[src/rtl/nfc_pkg.sv]
package nfc_pkg;
    typedef enum logic [1:0] {
        OP_CMD  = 2'd0,
        OP_ADDR = 2'd1,
        OP_WR   = 2'd2,
        OP_RD   = 2'd3
    } nfc_op_e;

    typedef enum logic [1:0] {
        PH_IDLE   = 2'd0,
        PH_SETUP  = 2'd1,
        PH_STROBE = 2'd2,
        PH_HOLD   = 2'd3
    } nfc_phase_e;
endpackage

[src/rtl/nfc_phase_timer.sv]
module nfc_phase_timer #(
    parameter int TW = 4
) (
    input  logic          clk,
    input  logic          rst_n,
    input  logic          load_i,
    input  logic [TW-1:0] load_val_i,
    output logic          zero_o
);
    logic [TW-1:0] cnt_d, cnt_q;

    always_comb begin
        cnt_d = cnt_q;
        if (load_i) begin
            cnt_d = load_val_i;
        end else if (cnt_q != '0) begin
            cnt_d = cnt_q - 1'b1;
        end
    end

    always_ff @(posedge clk or negedge rst_n) begin
        if (!rst_n) cnt_q <= '0;
        else        cnt_q <= cnt_d;
    end

    assign zero_o = (cnt_q == '0);

    // a loaded nonzero count keeps the phase open for the next clock
    p_load_blocks_expiry_r6: assert property (@(posedge clk) disable iff (!rst_n)
        (load_i && load_val_i != '0) |=> !zero_o);
endmodule

[src/rtl/nfc_pin_decode.sv]
module nfc_pin_decode
    import nfc_pkg::*;
#(
    parameter int DW = 8
) (
    input  nfc_phase_e     phase_i,
    input  nfc_op_e        op_i,
    input  logic [DW-1:0]  byte_i,
    output logic           cle_o,
    output logic           ale_o,
    output logic           we_n_o,
    output logic           re_n_o,
    output logic           oe_o,
    output logic [DW-1:0]  dout_o
);
    logic active;
    logic is_read;

    always_comb begin
        active  = (phase_i != PH_IDLE);
        is_read = (op_i == OP_RD);
        cle_o   = active && (op_i == OP_CMD);
        ale_o   = active && (op_i == OP_ADDR);
        oe_o    = active && !is_read;
        we_n_o  = !((phase_i == PH_STROBE) && !is_read);
        re_n_o  = !((phase_i == PH_STROBE) && is_read);
        dout_o  = oe_o ? byte_i : '0;
    end
endmodule

[src/rtl/nfc_rd_capture.sv]
module nfc_rd_capture #(
    parameter int DW = 8
) (
    input  logic          clk,
    input  logic          rst_n,
    input  logic          cap_i,
    input  logic [DW-1:0] din_i,
    output logic [DW-1:0] dout_o
);
    logic [DW-1:0] data_d, data_q;

    always_comb begin
        data_d = cap_i ? din_i : data_q;
    end

    always_ff @(posedge clk or negedge rst_n) begin
        if (!rst_n) data_q <= '0;
        else        data_q <= data_d;
    end

    assign dout_o = data_q;
endmodule

[src/rtl/nand_cycle_gen.sv]
module nand_cycle_gen
    import nfc_pkg::*;
#(
    parameter int TW = 4,
    parameter int DW = 8
) (
    input  logic          clk,
    input  logic          rst_n,
    input  logic          sel_i,
    input  logic          req_valid,
    output logic          req_ready,
    input  logic [1:0]    req_op,
    input  logic [DW-1:0] req_data,
    input  logic [TW-1:0] cfg_setup,
    input  logic [TW-1:0] cfg_pulse,
    input  logic [TW-1:0] cfg_hold,
    output logic          done,
    output logic [DW-1:0] rd_data,
    output logic          ce_n,
    output logic          cle,
    output logic          ale,
    output logic          we_n,
    output logic          re_n,
    output logic [DW-1:0] io_out,
    output logic          io_oe,
    input  logic [DW-1:0] io_in
);
    typedef struct packed {
        nfc_phase_e    phase;
        nfc_op_e       op;
        logic [DW-1:0] byte_v;
        logic          done;
    } seq_t;

    seq_t          s_d, s_q;
    logic          tmr_load;
    logic [TW-1:0] tmr_val;
    logic          tmr_zero;
    logic          cap;

    always_comb begin
        s_d      = s_q;
        s_d.done = 1'b0;
        tmr_load = 1'b0;
        tmr_val  = '0;
        cap      = 1'b0;
        unique case (s_q.phase)
            PH_IDLE: begin
                if (req_valid) begin
                    s_d.phase  = PH_SETUP;
                    s_d.op     = nfc_op_e'(req_op);
                    s_d.byte_v = req_data;
                    tmr_load   = 1'b1;
                    tmr_val    = cfg_setup;
                end
            end
            PH_SETUP: begin
                if (tmr_zero) begin
                    s_d.phase = PH_STROBE;
                    tmr_load  = 1'b1;
                    tmr_val   = cfg_pulse;
                end
            end
            PH_STROBE: begin
                if (tmr_zero) begin
                    s_d.phase = PH_HOLD;
                    tmr_load  = 1'b1;
                    tmr_val   = cfg_hold;
                    cap       = (s_q.op == OP_RD);
                end
            end
            PH_HOLD: begin
                if (tmr_zero) begin
                    s_d.phase = PH_IDLE;
                    s_d.done  = 1'b1;
                end
            end
            default: s_d.phase = PH_IDLE;
        endcase
    end

    always_ff @(posedge clk or negedge rst_n) begin
        if (!rst_n) begin
            s_q <= '{phase: PH_IDLE, op: OP_CMD, byte_v: '0, done: 1'b0};
        end else begin
            s_q <= s_d;
        end
    end

    nfc_phase_timer #(.TW(TW)) u_timer (
        .clk        (clk),
        .rst_n      (rst_n),
        .load_i     (tmr_load),
        .load_val_i (tmr_val),
        .zero_o     (tmr_zero)
    );

    nfc_pin_decode #(.DW(DW)) u_pins (
        .phase_i (s_q.phase),
        .op_i    (s_q.op),
        .byte_i  (s_q.byte_v),
        .cle_o   (cle),
        .ale_o   (ale),
        .we_n_o  (we_n),
        .re_n_o  (re_n),
        .oe_o    (io_oe),
        .dout_o  (io_out)
    );

    nfc_rd_capture #(.DW(DW)) u_cap (
        .clk    (clk),
        .rst_n  (rst_n),
        .cap_i  (cap),
        .din_i  (io_in),
        .dout_o (rd_data)
    );

    assign req_ready = (s_q.phase == PH_IDLE);
    assign done      = s_q.done;
    assign ce_n      = !sel_i;

    // never both latch enables at once
    p_latch_excl_r3: assert property (@(posedge clk) disable iff (!rst_n)
        !(cle && ale));
    // the two strobes are never low together
    p_strobe_excl_r9: assert property (@(posedge clk) disable iff (!rst_n)
        !(!we_n && !re_n));
    // the pad is released whenever the read strobe is low
    p_no_drive_on_read_r9: assert property (@(posedge clk) disable iff (!rst_n)
        !re_n |-> !io_oe);
    // latch levels and data unchanged across the write-strobe rise
    p_stable_at_rise_r8: assert property (@(posedge clk) disable iff (!rst_n)
        $rose(we_n) |-> ($stable(cle) && $stable(ale) && $stable(io_out) && io_oe));
    // completion is a single-clock pulse
    p_done_single_r8: assert property (@(posedge clk) disable iff (!rst_n)
        done |=> !done);
    // an accepted request makes the block busy
    p_busy_after_accept_r10: assert property (@(posedge clk) disable iff (!rst_n)
        (req_valid && req_ready) |=> !req_ready);
    // the captured byte only changes as a read strobe ends
    p_rd_data_quiet_r10: assert property (@(posedge clk) disable iff (!rst_n)
        !$stable(rd_data) |-> $rose(re_n));
endmodule

[config.mk]
export PLATFORM = sky130hd
export DESIGN_NAME = nand_cycle_gen
export DESIGN_NICKNAME = d
export VERILOG_FILES = /design/src/rtl/nfc_pkg.sv /design/src/rtl/nfc_phase_timer.sv /design/src/rtl/nfc_pin_decode.sv /design/src/rtl/nfc_rd_capture.sv /design/src/rtl/nand_cycle_gen.sv
export SDC_FILE = /design/constraint.sdc
export NUM_CORES = 1
export LEC_CHECK = 0
export BUFFER_PORTS_ARGS = -buffer_cell sky130_fd_sc_hd__buf_2
export CAP_MARGIN = 10
export CORE_MARGIN = 4
export CORE_UTILIZATION = 40
export CTS_BUF_LIST = sky130_fd_sc_hd__clkbuf_8 sky130_fd_sc_hd__clkbuf_16
export CTS_CLUSTER_SIZE = 10
export DETAILED_ROUTE_END_ITERATION = 12
export PLACE_DENSITY = 0.83
export SYNTH_ARGS = -nofsm -noshare
export SYNTH_HDL_FRONTEND = slang
export SYNTH_SLANG_ARGS = --single-unit
export TNS_END_PERCENT = 5
[constraint.sdc]
create_clock -name clk -period 1.7 [get_ports clk]
set_input_delay 0.34 -clock clk [delete_from_list [all_inputs] [get_ports clk]]
set_output_delay 0.34 -clock clk [all_outputs]
set_load 0.01 [all_outputs]
==> impl_metrics.toml, run 1 <==
[worst_setup_path]
worstPathBufferInverterCount = 1
worstSetupPathType = "reg -> reg"
cp-start-kind = "flip-flop"
critical-path-slowest-cell = "or4b_4"
worstPathArrival_ns = 1.97
crit_family = "simple AND/OR/NAND/NOR gates"
critPathMaxStageDelay_ns = 0.52
worstPathMaxFanout = 3
crit_path_cell_trace = "inv_1 > ha_2 > or3b_4 > or4b_4 > a21oi_2 > a31oi_1"
endpoint_kind = "flip-flop"
cp.required_ns = 1.84

[logic_synthesis]
synth_top_cell_area_share_pct = 49.1
synth_area_leader_cell = "dfrtp_1"
avgSynthCellArea_um2 = 11.5
netlist_top_cells_count = "dfrtp_1 (25), mux2_2 (18), and2_1 (9)"
ys_ff_latch = 25
syn-cell-area_um2 = 1270
syn_nets = 150
ys_warn_count = 0
synth.most_common_cell = "dfrtp_1"
ys.flop_type = "dfrtp_1"
synth-seq-area-share_pct = 49.1
async_flop_share_pct = 100
ys_types = 30
synth_cells = 111
synthTopCellsByArea = "dfrtp_1 (49%), mux2_2 (16%), ha_1 (4.9%)"
synth_edf_count = 0

[cells_and_area]
n_fill_cell = 262
drive_gt1_share_pct = 59.9
area_growth_pct = 46.6
final_nets = 227
antenna_cells = 0

[sta]
worst_pin_slew_ns = 0.586
finalCritPeriodShare_pct = 108
setup_viol = 16
fin_skew_ns = 0.00373
rsz0062_at_grt = "yes"
relSlewSlack_pct = 60.9
slew_viol_final = 0
max_clock_freq_mhz = 547
finalWorstSetupSlack_ns = -0.130
min_period_ns = 1.83
finalSetupTns_ns = -0.422
hold_violations = 0

[clock_tree]
cts_buffer_depth = 2
ctsHtreeMaxLevel = 1
cts_tree = "built"
clock-sinks = 25
cts_inserted_buffers = 3
cts.clk_slew.worst_paths_ns = 0.09
clk_latency_ns = 0.26
clock-root-buffer = "clkbuf_8"

[drt]
wl_per_cell_um = 14.6
route.detailed.drc = 0
wl_um = 3380
viasPerCell = 4.97
dr.pass1.iters = 4
drt-initial-drc-count = 50
ant_nets = 0
vias = 1149

[grt]
grtUsageTotal_pct = 16.2
grt_max_degree = 26
grt_overflow = 0
antenna_found_initial = 0
grt_pass1_wl_um = 5360
grt_pass1_vias = 1198

[die]
pin_count = 58
initial_core_util_pct = 41.8
design.core.area_um2 = 3050
rows = 20
die_x_um = 64.5
die_area_um2 = 4150
die_h_um = 64.5

[pwr]
power_density_nw_per_um2 = 1890
power_leakage_nw = 0.960
max-vdd-ir-drop_v = 0.000866

[status]
failed_checks = "setup timing"
status = "complete, but fails checks"

[place]
dp_slack_ns = -0.122
gp_congestion = 0.893
io_buffers = 57
dp_hpwl_um = 2550

[job]
cap_violations = 0

[hold_path]
hp-class = "in -> async"
## power by group
| part | switching [mW] | internal [mW] |
|---|---|---|
| Combinational | 0.993 | 1.15 |
| Clock | 0.178 | 0.161 |
| Sequential | 0.189 | 0.853 |
| Total | 1.36 | 2.17 |
## cells in the final DEF (no fill, tap or decap), drive strengths merged
cell and instances:
a22oi 1, a22o 3, buf 75, nor2b 1
nand3b 1, nor3b 2, a31oi 1, inv 8
mux2 18, o32a 1, and2 9, o21ai 2
nand3 2, or3 1, or3b 1, clkbuf 3
dfrtp 25, a21oi 6, a21o 1, o221ai 2
nor2 3, nor3 3, ha 5, a211o 1
nand2b 1, o31a 1, nand2 5, mux2i 2
a2bb2oi 2, or4b 1
## cell type report
| class | instances | area (um2) | share of cell area (%) |
|---|---|---|---|
| multi-input cells | 76 | 683 | 36.5 |
| flip-flops and latches | 25 | 626 | 33.5 |
| repair buffers | 75 | 434 | 23.2 |
| well taps | 44 | 55.1 | 2.95 |
| clock buffers | 3 | 41.3 | 2.21 |
| inverters | 7 | 26.3 | 1.41 |
| clock inverters | 1 | 3.75 | 0.201 |
## per-layer routing
metal	vias up	GRT usage (%)	wire, um	share of wire (%)
met2	38	29.4	1740	52
met1	565	19.8	1410	42
met4	0	3.17	0	0
met3	0	3.47	227	6.7
li1	546	-	-	-
met5	-	0	0	0
## repair_timing
action,4_1_cts,5_1_grt
resized for setup,15,4
hold buffers,0,0
buffers inserted,3,0
pin swaps,3,3
setup endpoints to repair,21,24
## through the flow
step	area [um2]	instances	total power [mW]	hold slack [ns]	util, %
final	1870	231	3.53	0.0723	61.2
after global routing	1870	231	3.78	0.104	61.2
after CTS	1850	231	3.47	0.0848	60.5
after detailed placement	1720	224	2.89	0.371	56.3
after global placement	1720	224	2.78	0.352	56.3
after floorplan	1280	111	2.11	0.0444	-
## kinds of logic (layout without fill, tap and decap cells)
family,count (synthesis),count (layout),synth area share [%]
simple gates,30,30,13.8
compound gates,21,21,11.8
flops,25,25,49.1
mux,20,20,17.5
buf+inv,10,86,2.94
fa+ha+maj,5,5,4.91
## sequential cells by signal, summed over array words and instances, names as in the netlist
name and cells:
done 1, u_cap.dout_o 8, u_timer.cnt_q 4, s_q 12
## path summary, 6_finish.rpt
| kind | from | to | slack [ns] | cells past startpoint |
|---|---|---|---|---|
| setup / recovery | u_timer.cnt_q[1] | u_timer.cnt_q[2] | -0.13 | 6 |
| hold / removal | rst_n | done | 0.07 | 1 |
| setup reg to reg | u_timer.cnt_q[1] | u_timer.cnt_q[2] | -0.13 | 6 |
| hold reg to reg | s_q[8] | s_q[8] | 0.51 | 1 |
| max in group asynchronous | rst_n | u_cap.dout_o[7] | 1.24 | 1 |
| min in group clk | req_data[7] | s_q[8] | 0.30 | 2 |
Power figures use the tool's default switching activity.
==> run 2, diff against run 1 <==
--- a/config.mk
+++ b/config.mk
@@ -7,12 +7,14 @@
 export LEC_CHECK = 0
 export BUFFER_PORTS_ARGS = -buffer_cell sky130_fd_sc_hd__buf_2
 export CAP_MARGIN = 10
+export CELL_PAD_IN_SITES_DETAIL_PLACEMENT = 1
+export CELL_PAD_IN_SITES_GLOBAL_PLACEMENT = 2
 export CORE_MARGIN = 4
-export CORE_UTILIZATION = 40
+export CORE_UTILIZATION = 25
 export CTS_BUF_LIST = sky130_fd_sc_hd__clkbuf_8 sky130_fd_sc_hd__clkbuf_16
 export CTS_CLUSTER_SIZE = 10
 export DETAILED_ROUTE_END_ITERATION = 12
-export PLACE_DENSITY = 0.83
+export PLACE_DENSITY = 0.85
 export SYNTH_ARGS = -nofsm -noshare
 export SYNTH_HDL_FRONTEND = slang
 export SYNTH_SLANG_ARGS = --single-unit
==> run 2 against run 1 <==
Total power grew 5.2%. Count of clock-buffer cells in the layout is the same. Fmax is 0.61% higher. Sequential share of layout area is 1.4 points lower. Setup slack gained 0.011 ns. Highest routed layer unchanged. Clock power up 15%. Non-clock buffer count grew 4. Clock skew fell by 0.0012 ns. Critical path type unchanged. Hold slack got worse by 0.022 ns. Via count increased by 2.1%. The flow still finishes with violations (setup timing). Sequential power hardly changed.
==> impl_metrics.toml, run 2 (synthesized netlist as in run 1, its figures left out) <==
[status]
status = "complete, but fails checks"
failed_checks = "setup timing"

[pwr]
combPwrFrac_pct = 61.9
seq_power_share_pct = 27.6
p_clk_share_pct = 10.5
p_sw_mw = 1.41
max-vdd-ir-drop_v = 0.000789
p_sw_share_pct = 38.1
cellInternalPower_mw = 2.30
power_leakage_nw = 0.987
power_density_nw_per_um2 = 1900

[die]
initial_core_util_pct = 26.5
die_h_um = 79.4
design.core.area_um2 = 4820
pin_count = 58
die_x_um = 79.4
rows = 25
die_area_um2 = 6310

[sta]
min_period_ns = 1.82
finalWorstSetupSlack_ns = -0.119
worst_pin_slew_ns = 0.584
whs_ns = 0.0505
rsz0062_at_grt = "yes"
hold_violations = 0
slew_viol_final = 0
fin_skew_ns = 0.00258
setup_viol = 17
finalSetupTns_ns = -0.881
max_clock_freq_mhz = 550
finalCritPeriodShare_pct = 107
relSlewSlack_pct = 61.1

[place]
io_buffers = 57
gp_congestion = 0.707
dp_hpwl_um = 2770

[cells_and_area]
regMostFlops = "s_q"
final_nets = 231
layout_commonest_cell = "buf_2"
antenna_cells = 0
area_growth_pct = 53.2
n_fill_cell = 595
final_cell_mix = "buf_2 (54), dfrtp_1 (25), buf_4 (19), mux2_2 (18), and2_1 (6)"
largest_reg_flops = 12
drive_gt1_share_pct = 62.3

[clock_tree]
clock-root-buffer = "clkbuf_8"
clock-sinks = 25
cts-hold-fix-buffers = 0
clk_latency_ns = 0.27
cts_tree = "built"
cts_buffer_depth = 2
cts.clk_slew.worst_paths_ns = 0.10
cts_inserted_buffers = 3
ctsHtreeMaxLevel = 1

[grt]
grt_overflow = 0
grt_pass1_vias = 1278
antenna_found_initial = 0
grtUsageTotal_pct = 11.9
grt_pass1_wl_um = 6110
grt_max_degree = 26

[worst_setup_path]
critical-path-slowest-cell = "or4b_4"
worstPathMaxFanout = 3
critPathMaxStageDelay_ns = 0.52
endpoint_kind = "flip-flop"
cp-start-kind = "flip-flop"
worstPathBufferInverterCount = 1
cp.required_ns = 1.86
crit_path_cell_trace = "inv_1 > ha_2 > or3b_4 > or4b_4 > a21oi_2 > a31oi_1"
worstSetupPathType = "reg -> reg"
worstPathArrival_ns = 1.98
crit_family = "simple AND/OR/NAND/NOR gates"

[drt]
dr.pass1.iters = 4
viasPerCell = 4.55
wl_um = 3730
wl_per_cell_um = 14.5
ant_nets = 0
route.detailed.drc = 0
drt-initial-drc-count = 31
vias = 1173

[job]
cap_violations = 0

[hold_path]
hp-class = "in -> async"
-- run 2: changes by cell type in the layout (fill, tap and decap cells not counted) --
cell,previous run,this run
buf_2,56,54
and2_1,8,6
o21ai_0,2,1
and2_4,1,3
buf_12,0,1
ha_2,2,3
buf_6,3,5
ha_4,2,1
inv_6,0,1
o21ai_1,0,1
buf_4,16,19
inv_1,6,5
-- run 2: final timing paths --
| check | from | to | slack [ns] | cells after the start |
|---|---|---|---|---|
| setup / recovery | u_timer.cnt_q[0] | u_timer.cnt_q[2] | -0.12 | 6 |
| hold / removal | rst_n | done | 0.05 | 1 |
| setup reg to reg | u_timer.cnt_q[0] | u_timer.cnt_q[2] | -0.12 | 6 |
| hold reg to reg | u_cap.dout_o[5] | u_cap.dout_o[5] | 0.51 | 1 |
| max in group asynchronous | rst_n | u_cap.dout_o[5] | 1.26 | 1 |
| min in group clk | req_data[1] | s_q[2] | 0.29 | 2 |
-- run 2: timing repair --
action	CTS	global route
setup buffers	4	1
resized for setup	7	19
pin swaps	0	6
gates cloned	1	0
endpoints found under the setup margin	21	27
-- run 2: final cells by class --
type	count	area, um2	area share [%]
Sequential cell	25	626	32.0
Timing Repair Buffer	79	489	25.0
Multi-Input combinational cell	76	678	34.7
Inverter	7	26.3	1.35
Clock buffer	3	41.3	2.11
Clock inverter	1	8.76	0.448
Tap cell	67	83.8	4.29
-- run 2: metal layers --
layer	part of all wire [%]	track usage, %	vias to the layer above
met1	43	14.8	571
met2	50	21.6	43
met4	0	0	0
met5	0	0	-
li1	-	-	559
met3	7.0	3.61	0
-- run 2: power by group through the flow --
stage / registers [mW] / clock network, mW / logic (mW)
floorplan: 1.02 / 0 / 1.08
global placement: 1.00 / 0 / 1.87
detailed placement: 1.02 / 0 / 1.90
CTS: 1.01 / 0.412 / 2.09
global route: 1.06 / 0.436 / 2.52
finish: 1.03 / 0.389 / 2.30
-- run 2: per-stage QoR --
stage          power (mW)  utilization (%)  std cells  setup slack (ns)  cell area (um2)
2_1_floorplan        2.11                -        111            -0.115             1280
3_3_place_gp         2.87             36.7        248           -0.0875             1770
3_5_place_dp         2.92             36.7        248            -0.139             1770
4_1_cts              3.51             39.1        257            -0.125             1880
5_1_grt              4.01             40.5        258            -0.206             1950
6_report             3.71             40.5        258            -0.119             1950
-- run 2: worst reg2reg max path, cell delays in order, from the launching register on --
cell and delay, ns:
dfrtp_1 0.39, inv_1 0.06, ha_2 0.16, or3b_4 0.40, or4b_4 0.52, a21oi_2 0.13
a31oi_1 0.05
